==> src/rtl/mse_pkg.sv <==
package mse_pkg;

    typedef enum logic {
        SYNC_DATA = 1'b0,
        SYNC_CMD  = 1'b1
    } sync_kind_e;

    // Level of the true line during the sync field.
    function automatic logic sync_level(sync_kind_e kind, logic first_part);
        return (kind == SYNC_CMD) ? first_part : ~first_part;
    endfunction

    // Odd-parity bit over a word of any width up to 64.
    function automatic logic odd_parity(logic [63:0] word);
        return ~(^word);
    endfunction

endpackage

==> src/rtl/mse_slot_timer.sv <==
module mse_slot_timer
    import mse_pkg::*;
#(
    parameter int SYNC_HALVES  = 6,
    parameter int FRAME_HALVES = 40,
    parameter int LOAD_SLOT    = 4,
    parameter int CNT_W        = $clog2(FRAME_HALVES)
) (
    input  logic             clk,
    input  logic             rst,
    input  logic             half_tick,
    input  logic             enc_req,
    input  logic             sync_is_cmd,
    output logic             act,
    output logic [CNT_W-1:0] slot,
    output sync_kind_e       kind,
    output logic             load_win,
    output logic             capture,
    output logic             cycle_done
);
    localparam logic [CNT_W-1:0] LAST_SLOT = CNT_W'(FRAME_HALVES - 1);
    localparam logic [CNT_W-1:0] CAP_SLOT  = CNT_W'(LOAD_SLOT);
    localparam logic [CNT_W-1:0] WIN_SLOT  = CNT_W'(LOAD_SLOT - 1);

    logic frame_end;
    assign frame_end = act && (slot == LAST_SLOT);

    always_ff @(posedge clk) begin
        if (rst) begin
            act        <= 1'b0;
            slot       <= '0;
            kind       <= SYNC_DATA;
            cycle_done <= 1'b0;
        end else begin
            cycle_done <= 1'b0;
            if (half_tick) begin
                if (!act || frame_end) begin
                    cycle_done <= frame_end;
                    slot       <= '0;
                    if (enc_req) begin
                        act  <= 1'b1;
                        kind <= sync_is_cmd ? SYNC_CMD : SYNC_DATA;
                    end else begin
                        act <= 1'b0;
                    end
                end else begin
                    slot <= slot + 1'b1;
                end
            end
        end
    end

    assign load_win = act && ((slot == WIN_SLOT) || (slot == CAP_SLOT));
    assign capture  = half_tick && act && (slot == CAP_SLOT);

    a_r2_slot_advance: assert property (@(posedge clk) disable iff (rst)
        (half_tick && act && slot != LAST_SLOT) |=> (act && slot == $past(slot) + 1'b1));
    a_r2_hold_between_ticks: assert property (@(posedge clk) disable iff (rst)
        (!half_tick) |=> ($stable(slot) && $stable(act) && $stable(kind)));
    a_r8_done_after_last: assert property (@(posedge clk) disable iff (rst)
        cycle_done |-> ($past(slot) == LAST_SLOT && $past(half_tick)));
    a_r9_chain_restart: assert property (@(posedge clk) disable iff (rst)
        (half_tick && frame_end && enc_req) |=> (act && slot == '0 && cycle_done));

endmodule

==> src/rtl/mse_word_reg.sv <==
module mse_word_reg
    import mse_pkg::*;
#(
    parameter int DATA_W = 16
) (
    input  logic              clk,
    input  logic              rst,
    input  logic              capture,
    input  logic [DATA_W-1:0] word_in,
    output logic [DATA_W-1:0] data_q,
    output logic              par_q
);
    always_ff @(posedge clk) begin
        if (rst) begin
            data_q <= '0;
            par_q  <= 1'b0;
        end else if (capture) begin
            data_q <= word_in;
            par_q  <= odd_parity(64'(word_in));
        end
    end

    a_r7_capture: assert property (@(posedge clk) disable iff (rst)
        capture |=> (data_q == $past(word_in)));
    a_r5_odd_parity: assert property (@(posedge clk) disable iff (rst)
        capture |=> (($countones({data_q, par_q}) % 2) == 1));
    a_r7_hold: assert property (@(posedge clk) disable iff (rst)
        !capture |=> ($stable(data_q) && $stable(par_q)));

endmodule

==> src/rtl/mse_line_drv.sv <==
module mse_line_drv
    import mse_pkg::*;
#(
    parameter int DATA_W      = 16,
    parameter int SYNC_HALVES = 6,
    parameter int CNT_W       = 6
) (
    input  logic              clk,
    input  logic              rst,
    input  logic              half_tick,
    input  logic              act,
    input  logic [CNT_W-1:0]  slot,
    input  sync_kind_e        kind,
    input  logic [DATA_W-1:0] data_q,
    input  logic              par_q,
    output logic              line_pos,
    output logic              line_neg
);
    localparam int IDX_W = (DATA_W > 1) ? $clog2(DATA_W) : 1;
    localparam logic [CNT_W-1:0] SYNC_END  = CNT_W'(SYNC_HALVES);
    localparam logic [CNT_W-1:0] SYNC_MID  = CNT_W'(SYNC_HALVES / 2);
    localparam logic [CNT_W-1:0] DATA_CNT  = CNT_W'(DATA_W);
    localparam logic [CNT_W-1:0] TOP_INDEX = CNT_W'(DATA_W - 1);

    logic [CNT_W-1:0] rel;
    logic [CNT_W-1:0] bit_pos;
    logic [IDX_W-1:0] bit_idx;
    logic             bit_val;
    logic             level;

    always_comb begin
        rel     = slot - SYNC_END;
        bit_pos = rel >> 1;
        bit_idx = IDX_W'(TOP_INDEX - bit_pos);
        bit_val = (bit_pos < DATA_CNT) ? data_q[bit_idx] : par_q;
        if (slot < SYNC_END) begin
            level = sync_level(kind, slot < SYNC_MID);
        end else begin
            level = rel[0] ? ~bit_val : bit_val;
        end
    end

    assign line_pos = act & level;
    assign line_neg = act & ~level;

    a_r6_complement: assert property (@(posedge clk) disable iff (rst)
        act |-> (line_pos != line_neg));
    a_r1_idle_quiet: assert property (@(posedge clk) disable iff (rst)
        !act |-> (!line_pos && !line_neg));
    a_r4_mid_bit_edge: assert property (@(posedge clk) disable iff (rst)
        (half_tick && act && slot >= SYNC_END && !rel[0]) |=> (line_pos != $past(line_pos)));

endmodule

==> src/rtl/mse_encoder.sv <==
module mse_encoder
    import mse_pkg::*;
#(
    parameter int DATA_W    = 16,
    parameter int SYNC_BITS = 3
) (
    input  logic              clk,
    input  logic              rst,
    input  logic              half_tick,
    input  logic              enc_req,
    input  logic              sync_is_cmd,
    input  logic [DATA_W-1:0] word_in,
    output logic              line_pos,
    output logic              line_neg,
    output logic              load_stb,
    output logic              cycle_done
);
    localparam int SYNC_HALVES  = 2 * SYNC_BITS;
    localparam int FRAME_HALVES = SYNC_HALVES + 2 * (DATA_W + 1);
    localparam int CNT_W        = $clog2(FRAME_HALVES);
    localparam int LOAD_SLOT    = SYNC_HALVES - 2;

    logic             act;
    logic [CNT_W-1:0] slot;
    sync_kind_e       kind;
    logic             capture;
    logic [DATA_W-1:0] data_q;
    logic             par_q;

    mse_slot_timer #(
        .SYNC_HALVES (SYNC_HALVES),
        .FRAME_HALVES(FRAME_HALVES),
        .LOAD_SLOT   (LOAD_SLOT),
        .CNT_W       (CNT_W)
    ) timer_i (
        .clk        (clk),
        .rst        (rst),
        .half_tick  (half_tick),
        .enc_req    (enc_req),
        .sync_is_cmd(sync_is_cmd),
        .act        (act),
        .slot       (slot),
        .kind       (kind),
        .load_win   (load_stb),
        .capture    (capture),
        .cycle_done (cycle_done)
    );

    mse_word_reg #(
        .DATA_W(DATA_W)
    ) word_i (
        .clk    (clk),
        .rst    (rst),
        .capture(capture),
        .word_in(word_in),
        .data_q (data_q),
        .par_q  (par_q)
    );

    mse_line_drv #(
        .DATA_W     (DATA_W),
        .SYNC_HALVES(SYNC_HALVES),
        .CNT_W      (CNT_W)
    ) line_i (
        .clk      (clk),
        .rst      (rst),
        .half_tick(half_tick),
        .act      (act),
        .slot     (slot),
        .kind     (kind),
        .data_q   (data_q),
        .par_q    (par_q),
        .line_pos (line_pos),
        .line_neg (line_neg)
    );

    a_r10_reset_clears: assert property (@(posedge clk)
        rst |=> (!line_pos && !line_neg && !load_stb && !cycle_done));

endmodule

==> config.mk <==
export PLATFORM = sky130hd
export DESIGN_NAME = mse_encoder
export DESIGN_NICKNAME = d
export VERILOG_FILES = /design/src/rtl/mse_pkg.sv /design/src/rtl/mse_slot_timer.sv /design/src/rtl/mse_word_reg.sv /design/src/rtl/mse_line_drv.sv /design/src/rtl/mse_encoder.sv
export SDC_FILE = /design/constraint.sdc
export NUM_CORES = 1
export LEC_CHECK = 0
export BUFFER_PORTS_ARGS = -buffer_cell sky130_fd_sc_hd__buf_2
export CORE_MARGIN = 2
export CORE_UTILIZATION = 35
export DETAILED_ROUTE_END_ITERATION = 16
export PLACE_DENSITY = 0.52
export SLEW_MARGIN = 0
export SYNTH_ARGS = -nofsm -noshare
export SYNTH_HDL_FRONTEND = slang
export SYNTH_SLANG_ARGS = --single-unit
==> constraint.sdc <==
create_clock -name clk -period 4.3 [get_ports clk]
set_input_delay 0.86 -clock clk [delete_from_list [all_inputs] [get_ports clk]]
set_output_delay 0.86 -clock clk [all_outputs]
set_load 0.05 [all_outputs]
Word level (Yosys, flattened, before mapping):

Index checks and enable logic that the tools add are counted.
W data, S select, Z words.

* bitwise logic cells: 8
* reduce and logical (&&, ||, !) cells: 11
* magnitude comparators: 4
* add/sub/neg operators: 3
* muxes and demuxes: 9
* eq/ne operators: 3

Operator list (count)
* $reduce_xor A64 Y1: 1
* $mux W1: 7
* $add A6 B1 Y6 const B: 1
* $eq A6 B2 Y1 const B: 1
* $eq A6 B3 Y1 const B: 1
* $eq A6 B6 Y1 const B: 1
* $lt A6 B2 Y1 const B: 1
* $lt A6 B3 Y1 const B: 1
* $mux W6: 1
* $not A1 Y1: 6
* $sub A6 B3 Y6 const B: 1
* $lt A4 B5 Y1 const B: 1
* $lt A5 B5 Y1 const B: 1
* $bmux W1 S4: 1
* $logic_and A1 B1 Y1: 4
* $sub A4 B4 Y4 const A: 1
* $reduce_and A3 Y1: 1
* $reduce_or A3 Y1: 1
* $and A1 B1 Y1: 2
* $logic_or A1 B1 Y1: 2
* $reduce_and A2 Y1: 1
* $logic_not A1 Y1: 1

* register bits after elaboration: 26
* output and inout bits: 4
* bits of input ports: 21
* logic and storage cells: 44

Depth between registers and ports, before layout:

Gate-level depths: netlist of the first run.

* word-level depth: 10
* depth in mapped cells: 8
* mapped depth without buffers: 7

Cells and area by module:

From an unflattened synthesis of the first run, not the netlist that was laid out.

* cell total of the unflattened synthesis: 192
* area total of the unflattened synthesis: 1680.4 um^2

By module, submodules not included
* mse_word_reg: seq. area each 340.3 um^2, instances 1, cells an instance 70, area an instance 725.7 um^2
* mse_slot_timer: seq. area each 180.2 um^2, instances 1, cells an instance 64, area an instance 530.5 um^2
* mse_line_drv: seq. area each 0.0 um^2, instances 1, cells an instance 58, area an instance 424.2 um^2

Worst setup path before layout of the first run:

OpenSTA, ideal clock, no wires.

* path type: register to output
* from: reg timer_i.slot[1]
* to: out line_neg
* required time: 3.440 ns
* data arrival time: 2.122 ns
* path buffers: 0
* slack: 1.318 ns
* cell stages (with the launch flop): 7
* path through: dfxtp_1 -> ha_1 -> mux4_2 -> mux2_2 -> a31oi_4 -> or4_1 -> nand3_1

* cells in the longest elaborated chain, start to end: 10
* elaborated cells on any way between the ends: 15
* classes of those cells: 2 x add/sub; 3 x order compare; 6 x mux; 4 x bitwise

Ends and longest elaborated chain
* start, declared: RTL line mse_slot_timer.sv:15 `output logic [CNT_W-1:0] slot,`
* start signal, assigned: RTL line mse_slot_timer.sv:47 `slot <= slot + 1'b1;`
* $sub A6 B3 Y6: RTL line mse_line_drv.sv:32 `rel = slot - SYNC_END;`
* $sub A4 B4 Y4: RTL line mse_line_drv.sv:34 `bit_idx = IDX_W'(TOP_INDEX - bit_pos);`
* $bmux W1 S4: RTL line mse_line_drv.sv:35 `bit_val = (bit_pos < DATA_CNT) ? data_q[bit_idx] : par_q;`
* $mux W1 (implied by the code): RTL line mse_line_drv.sv:35
* $mux W1: RTL line mse_line_drv.sv:35
* $not A1 Y1: RTL line mse_line_drv.sv:39 `level = rel[0] ? ~bit_val : bit_val;`
* $mux W1: RTL line mse_line_drv.sv:39
* $mux W1 (*): RTL line mse_line_drv.sv:36 `if (slot < SYNC_END) begin`
* $not A1 Y1 (*): RTL line mse_line_drv.sv:44 `assign line_neg = act & ~level;`
* $and A1 B1 Y1 (*): RTL line mse_line_drv.sv:44
* end, declared: RTL line mse_encoder.sv:14 `output logic line_neg,`

Mark *: on every way between the ends. The rest lies on a longest branch, timed or not. The select of a mux whose other input is x is not followed.

Worst setup path after layout of the first run:

* from: reg timer_i.slot[1]
* to: out line_pos

* cells in the longest elaborated chain, start to end: 9
* elaborated cells on any way between the ends: 14
* classes of those cells: 2 x add/sub; 3 x order compare; 6 x mux; 3 x bitwise

Ends and longest elaborated chain
* $sub A6 B3 Y6: RTL line mse_line_drv.sv:32
* $sub A4 B4 Y4: RTL line mse_line_drv.sv:34
* $bmux W1 S4: RTL line mse_line_drv.sv:35
* $mux W1 (implied by the code): RTL line mse_line_drv.sv:35
* $mux W1: RTL line mse_line_drv.sv:35
* $not A1 Y1: RTL line mse_line_drv.sv:39
* $mux W1: RTL line mse_line_drv.sv:39
* $mux W1 (*): RTL line mse_line_drv.sv:36
* $and A1 B1 Y1 (*): RTL line mse_line_drv.sv:43 `assign line_pos = act & level;`
* end, declared: RTL line mse_encoder.sv:13 `output logic line_pos,`

Marks and branches as above.

==> metrics.txt, run 1 <==
# TYPE chip_impl_metric gauge
chip_impl_metric{name="detailed_router_s_first_iteration_violation_count",unit=""} 63
chip_impl_metric{name="grt-ovfl-total",unit=""} 0
chip_impl_info{name="setup_repair_after_global_routing_missed_its_margin",value="false"} 1
chip_impl_metric{name="cp_slowest_stage_delay",unit="ns"} 0.61
chip_impl_info{name="layout_commonest_cell",value="sky130_fd_sc_hd__nand2_1"} 1
chip_impl_metric{name="total_power",unit="uW"} 509
chip_impl_info{name="worstPathCellList",value="ha_1, mux4_2, mux2_2, a31oi_4, a211oi_1, mux2i_1, nand2_1, buf_2"} 1
chip_impl_metric{name="net-switching-power",unit="uW"} 112
chip_impl_metric{name="antennaDiodeCount",unit=""} 0
chip_impl_metric{name="seq_area_frac_synth",unit="%"} 33.7
chip_impl_metric{name="cts.repair_timing.setup_buffer_count",unit=""} 0
chip_impl_metric{name="finalCritPeriodShare",unit="%"} 82.4
chip_impl_metric{name="final_hold_fails",unit=""} 0
chip_impl_metric{name="drive_above_1_share",unit="%"} 18.3
chip_impl_info{name="clock_tree.root_cell",value="sky130_fd_sc_hd__clkbuf_8"} 1
chip_impl_metric{name="path_clk_slew",unit="ns"} 0.09
chip_impl_metric{name="maximum_number_of_pins_on_one_net_before_global_route_repair",unit=""} 24
chip_impl_metric{name="synth_area_in_xor_xnor",unit="%"} 13.5
chip_impl_metric{name="max_slew_margin",unit="%"} 58.3
chip_impl_metric{name="crit_fanout",unit=""} 11
chip_impl_metric{name="power.clock.fraction",unit="%"} 39.6
chip_impl_metric{name="cellLeakagePower",unit="nW"} 0.662
chip_impl_metric{name="cts.htree.levels",unit=""} 1
chip_impl_metric{name="synthesis.area",unit="sq um"} 1550
chip_impl_info{name="r2r-start",value="timer_i.slot[3]"} 1
chip_impl_info{name="path_class",value="flop to output pin"} 1
chip_impl_metric{name="power.ir.vdd_worst",unit="uV"} 180
chip_impl_metric{name="clock-skew-final",unit="ns"} 0.00211
chip_impl_metric{name="globalplace.congestion",unit=""} 0.847
chip_impl_metric{name="detailedPlace.worstSlack",unit="ns"} 1.04
chip_impl_metric{name="finish.net_count",unit=""} 227
chip_impl_metric{name="synth-edff-count",unit=""} 0
chip_impl_metric{name="basic_gate_share_of_the_synthesized_area_counting_and_or_nand_and_nor_cells",unit="%"} 22.9
chip_impl_metric{name="synth-compound-area-share",unit="%"} 12.7
chip_impl_metric{name="netlist-cell-type-count",unit=""} 36
chip_impl_metric{name="yosys-mux-area-fraction",unit="%"} 10.4
chip_impl_metric{name="initial_core_util",unit="%"} 36.0
chip_impl_metric{name="setup_viol",unit=""} 0
chip_impl_metric{name="initial_antenna_violation_count",unit=""} 0
chip_impl_metric{name="power_frac_comb",unit="%"} 12.4
chip_impl_metric{name="share_seq_of_total_power",unit="%"} 48.0
chip_impl_info{name="layout.cells.most_common_list",value="sky130_fd_sc_hd__nand2_1 (44), sky130_fd_sc_hd__dfxtp_1 (26), sky130_fd_sc_hd__buf_2 (24)"} 1
chip_impl_metric{name="netSwitchingFraction",unit="%"} 22.0
chip_impl_metric{name="final_max_slew_viol_count",unit=""} 0
chip_impl_metric{name="chipWidth",unit="um"} 70.5
chip_impl_metric{name="postSynthCellCount",unit=""} 184
chip_impl_metric{name="cellInternalPower",unit="uW"} 397
chip_impl_info{name="combinational_family_with_the_most_area_after_synthesis",value="simple AND/OR/NAND/NOR gates"} 1
chip_impl_metric{name="final_worst_setup_slack",unit="ns"} 0.757
chip_impl_info{name="worstHoldPathType",value="flop to flop"} 1
chip_impl_metric{name="total_of_cells_resized_after_clock_tree_synthesis",unit=""} 0
chip_impl_metric{name="synthesis.nets",unit=""} 208
chip_impl_info{name="nature_of_the_critical_path_startpoint",value="flop"} 1
chip_impl_info{name="ys_dominant_reg_cell",value="sky130_fd_sc_hd__dfxtp_1"} 1
chip_impl_metric{name="drt_drc_violations_left",unit=""} 0
chip_impl_metric{name="die_y",unit="um"} 70.5
chip_impl_metric{name="hold_buffers",unit=""} 0
chip_impl_info{name="timing.hold.worst.start",value="word_i.data_q[14]"} 1
chip_impl_info{name="critPathSlowestCell",value="sky130_fd_sc_hd__dfxtp_1"} 1
chip_impl_metric{name="ctsLongestPathBuffers",unit=""} 2
chip_impl_metric{name="worst_ep_required_time",unit="ns"} 3.44
chip_impl_metric{name="data_arrival_time_at_the_worst_slack_endpoint",unit="ns"} 2.68
chip_impl_metric{name="dr_total_vias",unit=""} 1276
chip_impl_metric{name="worst_slew_pin_slew",unit="ns"} 0.624
chip_impl_metric{name="synthArstFlopShare",unit="%"} 0
chip_impl_info{name="crit_path_end_kind",value="output pin"} 1
chip_impl_metric{name="r2r.worst_path.cells",unit=""} 4
chip_impl_metric{name="postRouteAntennaNets",unit=""} 0
chip_impl_metric{name="first_pass_grt_wire_length",unit="um"} 5670
chip_impl_metric{name="area_growth_syn_to_layout",unit="%"} 13.1
chip_impl_metric{name="core-area",unit="sq um"} 4290
chip_impl_metric{name="post_synth_fa_ha_maj_area_fraction",unit="%"} 2.43
chip_impl_metric{name="grt_pass1_vias",unit=""} 1250
chip_impl_metric{name="timing.final.crit_period",unit="ns"} 3.54
chip_impl_metric{name="detailedPlacementHpwl",unit="um"} 2500
chip_impl_metric{name="routed_wl",unit="um"} 3210
chip_impl_info{name="clock_tree_from_tritoncts",value="built"} 1
chip_impl_metric{name="dieArea",unit="sq um"} 4970
chip_impl_metric{name="final_non_filler_cell_area",unit="sq um"} 1750
chip_impl_metric{name="cts_buf_count",unit=""} 3
chip_impl_metric{name="p_per_cell_area",unit="nW/um^2"} 291
chip_impl_info{name="startpoint",value="timer_i.slot[1]"} 1
chip_impl_info{name="status",value="completed"} 1
chip_impl_metric{name="core.rowCount",unit=""} 24
chip_impl_metric{name="top_level_ports",unit=""} 25
chip_impl_metric{name="ys.warnings.count",unit=""} 0
chip_impl_metric{name="avgViaCountPerCell",unit=""} 5.02
chip_impl_metric{name="timing.setup.tns",unit="ns"} 0
chip_impl_metric{name="portBuffers",unit=""} 24
chip_impl_metric{name="drt_first_pass_iters",unit=""} 4
chip_impl_metric{name="detail_route.wl_per_cell",unit="um"} 12.6
chip_impl_metric{name="timing.hold.worst_path_depth",unit=""} 2
chip_impl_metric{name="gr-usage-all-layers",unit="%"} 13.9
chip_impl_metric{name="clock.fmax",unit="GHz"} 0.282
chip_impl_metric{name="synthesis.area_per_instance",unit="sq um"} 8.40
chip_impl_metric{name="worst_skew_pair.late_latency",unit="ns"} 0.27
chip_impl_metric{name="cts_sinks",unit=""} 26
chip_impl_metric{name="yosys_register_bits",unit=""} 26
chip_impl_metric{name="placed_area",unit="sq um"} 1680
chip_impl_metric{name="cap_viol_max_count",unit=""} 0
==> cells in the mapped netlist, types with 2 or more instances <==
library cell | number | area (sq um)
sky130_fd_sc_hd__a21oi_1 | 20 | 100
sky130_fd_sc_hd__and3_1 | 5 | 31.3
sky130_fd_sc_hd__buf_2 | 4 | 20.0
sky130_fd_sc_hd__clkbuf_1 | 4 | 15.0
sky130_fd_sc_hd__dfxtp_1 | 26 | 521
sky130_fd_sc_hd__ha_1 | 3 | 37.5
sky130_fd_sc_hd__inv_1 | 4 | 15.0
sky130_fd_sc_hd__mux2_2 | 2 | 22.5
sky130_fd_sc_hd__mux2i_1 | 4 | 40.0
sky130_fd_sc_hd__mux4_1 | 2 | 52.6
sky130_fd_sc_hd__mux4_2 | 2 | 45.0
sky130_fd_sc_hd__nand2_1 | 44 | 165
sky130_fd_sc_hd__nand3_1 | 4 | 20.0
sky130_fd_sc_hd__nand3b_1 | 2 | 15.0
sky130_fd_sc_hd__nand4_1 | 3 | 18.8
sky130_fd_sc_hd__nor2_1 | 12 | 45.0
sky130_fd_sc_hd__nor3_1 | 3 | 15.0
sky130_fd_sc_hd__o21ai_2 | 2 | 17.5
sky130_fd_sc_hd__xnor2_1 | 18 | 158
sky130_fd_sc_hd__xor2_1 | 4 | 35.0
==> area by class of cell <==
cell class | instances | area [sq um]
fillers | 454 | 2540
clock inverters | 1 | 30.0
clock buffers | 3 | 41.3
multi-input cells | 144 | 957
inverters | 4 | 15.0
flip-flops and latches | 26 | 520
well taps | 52 | 65.1
repair buffers | 24 | 120
==> metrics by stage <==
step | utilization [%] | hold slack [ns] | cells
2_1_floorplan | - | 0.427 | 184
3_3_place_gp | 39.1 | 0.453 | 250
3_5_place_dp | 39.1 | 0.451 | 250
4_1_cts | 40.7 | 0.464 | 254
5_1_grt | 40.7 | 0.494 | 254
6_report | 40.7 | 0.461 | 254
==> flip-flops by register name (all words and copies together), names as in the netlist <==
| register | count |
|---|---|
| timer_i.slot | 6 |
| timer_i.kind | 1 |
| timer_i.act | 1 |
| word_i.par_q | 1 |
| timer_i.cycle_done | 1 |
| word_i.data_q | 16 |
==> logic make-up after synthesis <==
kind of cell | count (synthesis)
AO/OA/AOI/OAI | 30
XOR/XNOR | 23
adder cells (fa/ha/maj) | 3
buffers and inverters | 14
flip-flops | 26
multiplexers | 10
AND/OR/NAND/NOR | 78
==> worst paths after layout <==
path | slack, ns | end
worst max-delay path | 0.76 | line_pos
worst min-delay path | 0.46 | word_i.data_q[14]
worst max register to register | 2.47 | word_i.data_q[2]
worst min register to register | 0.46 | word_i.data_q[14]
==> power by group through the flow <==
stage / combinational, mW / sequential (mW) / clock [mW]
floorplan: 0.0450 / 0.249 / 0
global placement: 0.0632 / 0.250 / 0
detailed placement: 0.0637 / 0.250 / 0
CTS: 0.0637 / 0.244 / 0.208
global route: 0.0701 / 0.245 / 0.214
finish: 0.0631 / 0.244 / 0.201
==> worst max-delay path, delay by kind of cell (launching register included) <==
kind            cells  cell delay (ns)
buf+inv             1             0.21
fa+ha+maj           1             0.32
compound gates      2             0.26
mux                 3             0.96
flops               1             0.61
simple gates        1             0.06
==> layer usage <==
layer / vias up / track usage (%) / wire, um
met2: 26 / 22.0 / 1520
li1: 663 / - / -
met1: 583 / 18.5 / 1530
met3: 4 / 3.75 / 123
met5: - / 0 / 0
met4: 0 / 3.85 / 38
Power figures use the tool's default switching activity.
==> run 2: changes to the inputs <==
ABC_AREA = 1   (was unset)
PLACE_DENSITY = 0.54   (was 0.52)
clock period = 3 ns   (was 4.3 ns; I/O delays follow)
==> run 2 against run 1 <==
  * Clock power grew 11%
  * Synthesized cell count grew 13%
  * Combinational power grew 34%
  * Hold slack gained 0.0089 ns
  * Sequential share of layout area grew 1.2 points
  * Cell area shrank 3.9%
  * Count of clock-buffer cells in the layout grew 1
  * Total power grew 29%
  * Critical path type unchanged
  * Critical endpoint unchanged
  * Largest cell class unchanged
==> metrics.txt, run 2 <==
# TYPE chip_impl_metric gauge
chip_impl_info{name="status",value="completed"} 1
chip_impl_metric{name="max_slew_margin",unit="%"} 65.1
chip_impl_metric{name="grt_pass1_vias",unit=""} 1176
chip_impl_metric{name="ctsLongestPathBuffers",unit=""} 2
chip_impl_metric{name="gr-usage-all-layers",unit="%"} 14.8
chip_impl_metric{name="worst_skew_pair.late_latency",unit="ns"} 0.27
chip_impl_info{name="layout_top_registers",value="word_i.data_q x16, timer_i.slot x6"} 1
chip_impl_info{name="clock_tree.root_cell",value="sky130_fd_sc_hd__clkbuf_8"} 1
chip_impl_metric{name="finalCritPeriodShare",unit="%"} 93.0
chip_impl_metric{name="data_arrival_time_at_the_worst_slack_endpoint",unit="ns"} 2.19
chip_impl_metric{name="r2r.worst_path.cells",unit=""} 8
chip_impl_info{name="ys_dominant_reg_cell",value="sky130_fd_sc_hd__dfxtp_1"} 1
chip_impl_metric{name="area_growth_syn_to_layout",unit="%"} 15.3
chip_impl_info{name="path_class",value="flop to output pin"} 1
chip_impl_metric{name="initial_antenna_violation_count",unit=""} 0
chip_impl_metric{name="grt-ovfl-total",unit=""} 0
chip_impl_metric{name="cts.htree.levels",unit=""} 1
chip_impl_metric{name="detailedPlacementHpwl",unit="um"} 2360
chip_impl_metric{name="placed_cells_incl_taps",unit=""} 278
chip_impl_metric{name="antennaDiodeCount",unit=""} 0
chip_impl_metric{name="drt_first_pass_iters",unit=""} 4
chip_impl_metric{name="maximum_number_of_pins_on_one_net_before_global_route_repair",unit=""} 21
chip_impl_metric{name="drive_above_1_share",unit="%"} 16.4
chip_impl_metric{name="clock-skew-final",unit="ns"} 0.00719
chip_impl_metric{name="final_max_slew_viol_count",unit=""} 0
chip_impl_metric{name="detailed_router_s_first_iteration_violation_count",unit=""} 45
chip_impl_metric{name="cap_viol_max_count",unit=""} 0
chip_impl_metric{name="initial_core_util",unit="%"} 36.5
chip_impl_metric{name="worst_slew_pin_slew",unit="ns"} 0.522
chip_impl_metric{name="drt_drc_violations_left",unit=""} 0
chip_impl_metric{name="area.sequential",unit="sq um"} 520
chip_impl_metric{name="cts_sinks",unit=""} 26
chip_impl_metric{name="final_hold_fails",unit=""} 0
chip_impl_metric{name="detail_route.wl_per_cell",unit="um"} 11.1
chip_impl_metric{name="ys.warnings.count",unit=""} 0
chip_impl_metric{name="finish.net_count",unit=""} 257
chip_impl_metric{name="cellLeakagePower",unit="nW"} 0.780
chip_impl_metric{name="first_pass_grt_wire_length",unit="um"} 5220
chip_impl_metric{name="die_y",unit="um"} 68.6
chip_impl_metric{name="largest_register_ffs",unit=""} 16
chip_impl_metric{name="setup_viol",unit=""} 0
chip_impl_metric{name="synth-edff-count",unit=""} 0
chip_impl_metric{name="post_layout_nonfiller_instances",unit=""} 282
chip_impl_metric{name="power.ir.vdd_worst",unit="uV"} 261
chip_impl_metric{name="timing.final.crit_period",unit="ns"} 2.79
chip_impl_metric{name="timing.hold.worst_path_depth",unit=""} 2
chip_impl_info{name="worstHoldPathType",value="flop to flop"} 1
chip_impl_metric{name="yosysTopAreaCellShare",unit="%"} 35.7
chip_impl_metric{name="netlist-cell-type-count",unit=""} 28
chip_impl_metric{name="seq_area_frac_synth",unit="%"} 35.7
chip_impl_metric{name="postSynthCellCount",unit=""} 208
chip_impl_metric{name="portBuffers",unit=""} 24
chip_impl_info{name="synth_common_cells",value="sky130_fd_sc_hd__nand2_1 (40), sky130_fd_sc_hd__nor2_1 (40), sky130_fd_sc_hd__dfxtp_1 (26), sky130_fd_sc_hd__nand3_1 (19), sky130_fd_sc_hd__o21ai_0 (17)"} 1
chip_impl_metric{name="core-area",unit="sq um"} 4000
chip_impl_metric{name="timing.setup.tns",unit="ns"} 0
chip_impl_metric{name="synthArstFlopShare",unit="%"} 0
chip_impl_metric{name="synthesis.area",unit="sq um"} 1460
chip_impl_metric{name="multi_input_area",unit="sq um"} 840
chip_impl_metric{name="crit_fanout",unit=""} 6
chip_impl_info{name="post-synth-top-area-cell",value="sky130_fd_sc_hd__dfxtp_1"} 1
chip_impl_info{name="clock_tree_from_tritoncts",value="built"} 1
chip_impl_metric{name="reg2reg_slack",unit="ns"} 1.25
chip_impl_metric{name="dr_total_vias",unit=""} 1331
chip_impl_metric{name="avgViaCountPerCell",unit=""} 4.72
chip_impl_metric{name="yosys_register_bits",unit=""} 26
chip_impl_metric{name="clock.fmax",unit="GHz"} 0.358
chip_impl_metric{name="cts_buf_count",unit=""} 3
chip_impl_metric{name="postRouteAntennaNets",unit=""} 0
chip_impl_metric{name="routed_wl",unit="um"} 3140
chip_impl_metric{name="synthesis.nets",unit=""} 232
chip_impl_info{name="crit_path_end_kind",value="output pin"} 1
chip_impl_metric{name="chipWidth",unit="um"} 68.6
chip_impl_info{name="nature_of_the_critical_path_startpoint",value="flop"} 1
chip_impl_metric{name="path_clk_slew",unit="ns"} 0.09
chip_impl_info{name="setup_repair_after_global_routing_missed_its_margin",value="false"} 1
chip_impl_metric{name="core.rowCount",unit=""} 23
chip_impl_metric{name="top_level_ports",unit=""} 25
chip_impl_info{name="layout.cells.most_common_list",value="sky130_fd_sc_hd__nand2_1 (40), sky130_fd_sc_hd__nor2_1 (40), sky130_fd_sc_hd__dfxtp_1 (26)"} 1
chip_impl_metric{name="p_per_cell_area",unit="nW/um^2"} 391
chip_impl_metric{name="globalplace.congestion",unit=""} 0.914
chip_impl_metric{name="dieArea",unit="sq um"} 4700
chip_impl_info{name="cell_types_with_the_largest_area_share_after_synthesis",value="sky130_fd_sc_hd__dfxtp_1 (36%), sky130_fd_sc_hd__nand2_1 (10%), sky130_fd_sc_hd__nor2_1 (10%)"} 1
chip_impl_metric{name="fillerInstances",unit=""} 425
chip_impl_metric{name="synthesis.area_per_instance",unit="sq um"} 7.01
chip_impl_metric{name="worst_ep_required_time",unit="ns"} 2.40
chip_impl_info{name="registers.top_by_ff_count",value="word_i.data_q"} 1
run 2: changes by cell type after synthesis, moves of 4 or more:
cell                      previous run  this run
sky130_fd_sc_hd__inv_1               4        15
sky130_fd_sc_hd__a21oi_1            20         4
sky130_fd_sc_hd__o21ai_0             0        17
sky130_fd_sc_hd__nand2_1            44        40
sky130_fd_sc_hd__xor2_1              4        11
sky130_fd_sc_hd__nor2_1             12        40
sky130_fd_sc_hd__xnor2_1            18        10
sky130_fd_sc_hd__mux2i_1             4         0
sky130_fd_sc_hd__and3_1              5         0
sky130_fd_sc_hd__nand3_1             4        19
run 2: power breakdown:
part	internal [mW]	leakage (nW)	total, mW	switching, mW
clock network	0.117	0.0288	0.224	0.106
registers	0.347	0.210	0.349	0.00203
logic	0.0376	0.541	0.0845	0.0469
total	0.502	0.780	0.658	0.155
run 2: worst paths after layout:
kind	startpoint	end
setup / recovery	timer_i.slot[2]	line_pos
hold reg to reg	timer_i.kind	timer_i.kind
setup reg to reg	timer_i.slot[1]	word_i.data_q[13]
hold / removal	timer_i.kind	timer_i.kind
run 2: cell type report:
class | count | share of cell area (%)
multi-input cells | 159 | 49.9
flip-flops and latches | 26 | 31.0
clock buffers | 4 | 3.27
inverters | 17 | 3.94
repair buffers | 26 | 8.18
well taps | 50 | 3.72
run 2: metal layers:
layer  vias to the layer above  part of all wire (%)  track usage [%]
met1                       588                    54             22.4
li1                        720                     -                -
met4                         0                  0.92             3.25
met2                        19                    41             20.7
met3                         4                   4.4             3.90
met5                         -                     0                0
run 2: cells by family (layout without fill, tap and decap cells):
group | count (synthesis) | count (layout) | synth area share [%]
flops | 26 | 26 | 35.7
xor+xnor | 21 | 21 | 12.6
buf+inv | 23 | 47 | 6.77
fa+ha+maj | 3 | 3 | 2.57
simple gates | 109 | 109 | 32.7
compound gates | 26 | 26 | 9.69
run 2: timing repair:
item,in CTS,in global routing
buffers inserted,0,0
gates resized for setup,0,1
hold buffers,0,0
setup endpoints to repair,0,1
run 2: per-stage QoR:
stage	worst slack (ns)	utilization (%)	hold slack [ns]	power (mW)	cell area, sq um
floorplan	0.448	-	0.436	0.414	1460
global placement	0.582	40.6	0.452	0.442	1620
detailed placement	0.536	40.6	0.459	0.443	1620
CTS	0.165	42.0	0.473	0.670	1680
global route	0.0256	42.0	0.501	0.689	1680
finish	0.210	42.0	0.469	0.658	1680
run 2: critical path: stages, from the launching register on:
cell and delay [ns]:
sky130_fd_sc_hd__dfxtp_1 0.37, sky130_fd_sc_hd__ha_1 0.21, sky130_fd_sc_hd__nor2_1 0.21, sky130_fd_sc_hd__nand2_1 0.10, sky130_fd_sc_hd__xor2_1 0.20, sky130_fd_sc_hd__inv_1 0.10, sky130_fd_sc_hd__or2_0 0.21, sky130_fd_sc_hd__nand3_1 0.09
sky130_fd_sc_hd__nand3_2 0.08, sky130_fd_sc_hd__a21oi_2 0.11, sky130_fd_sc_hd__clkbuf_4 0.23
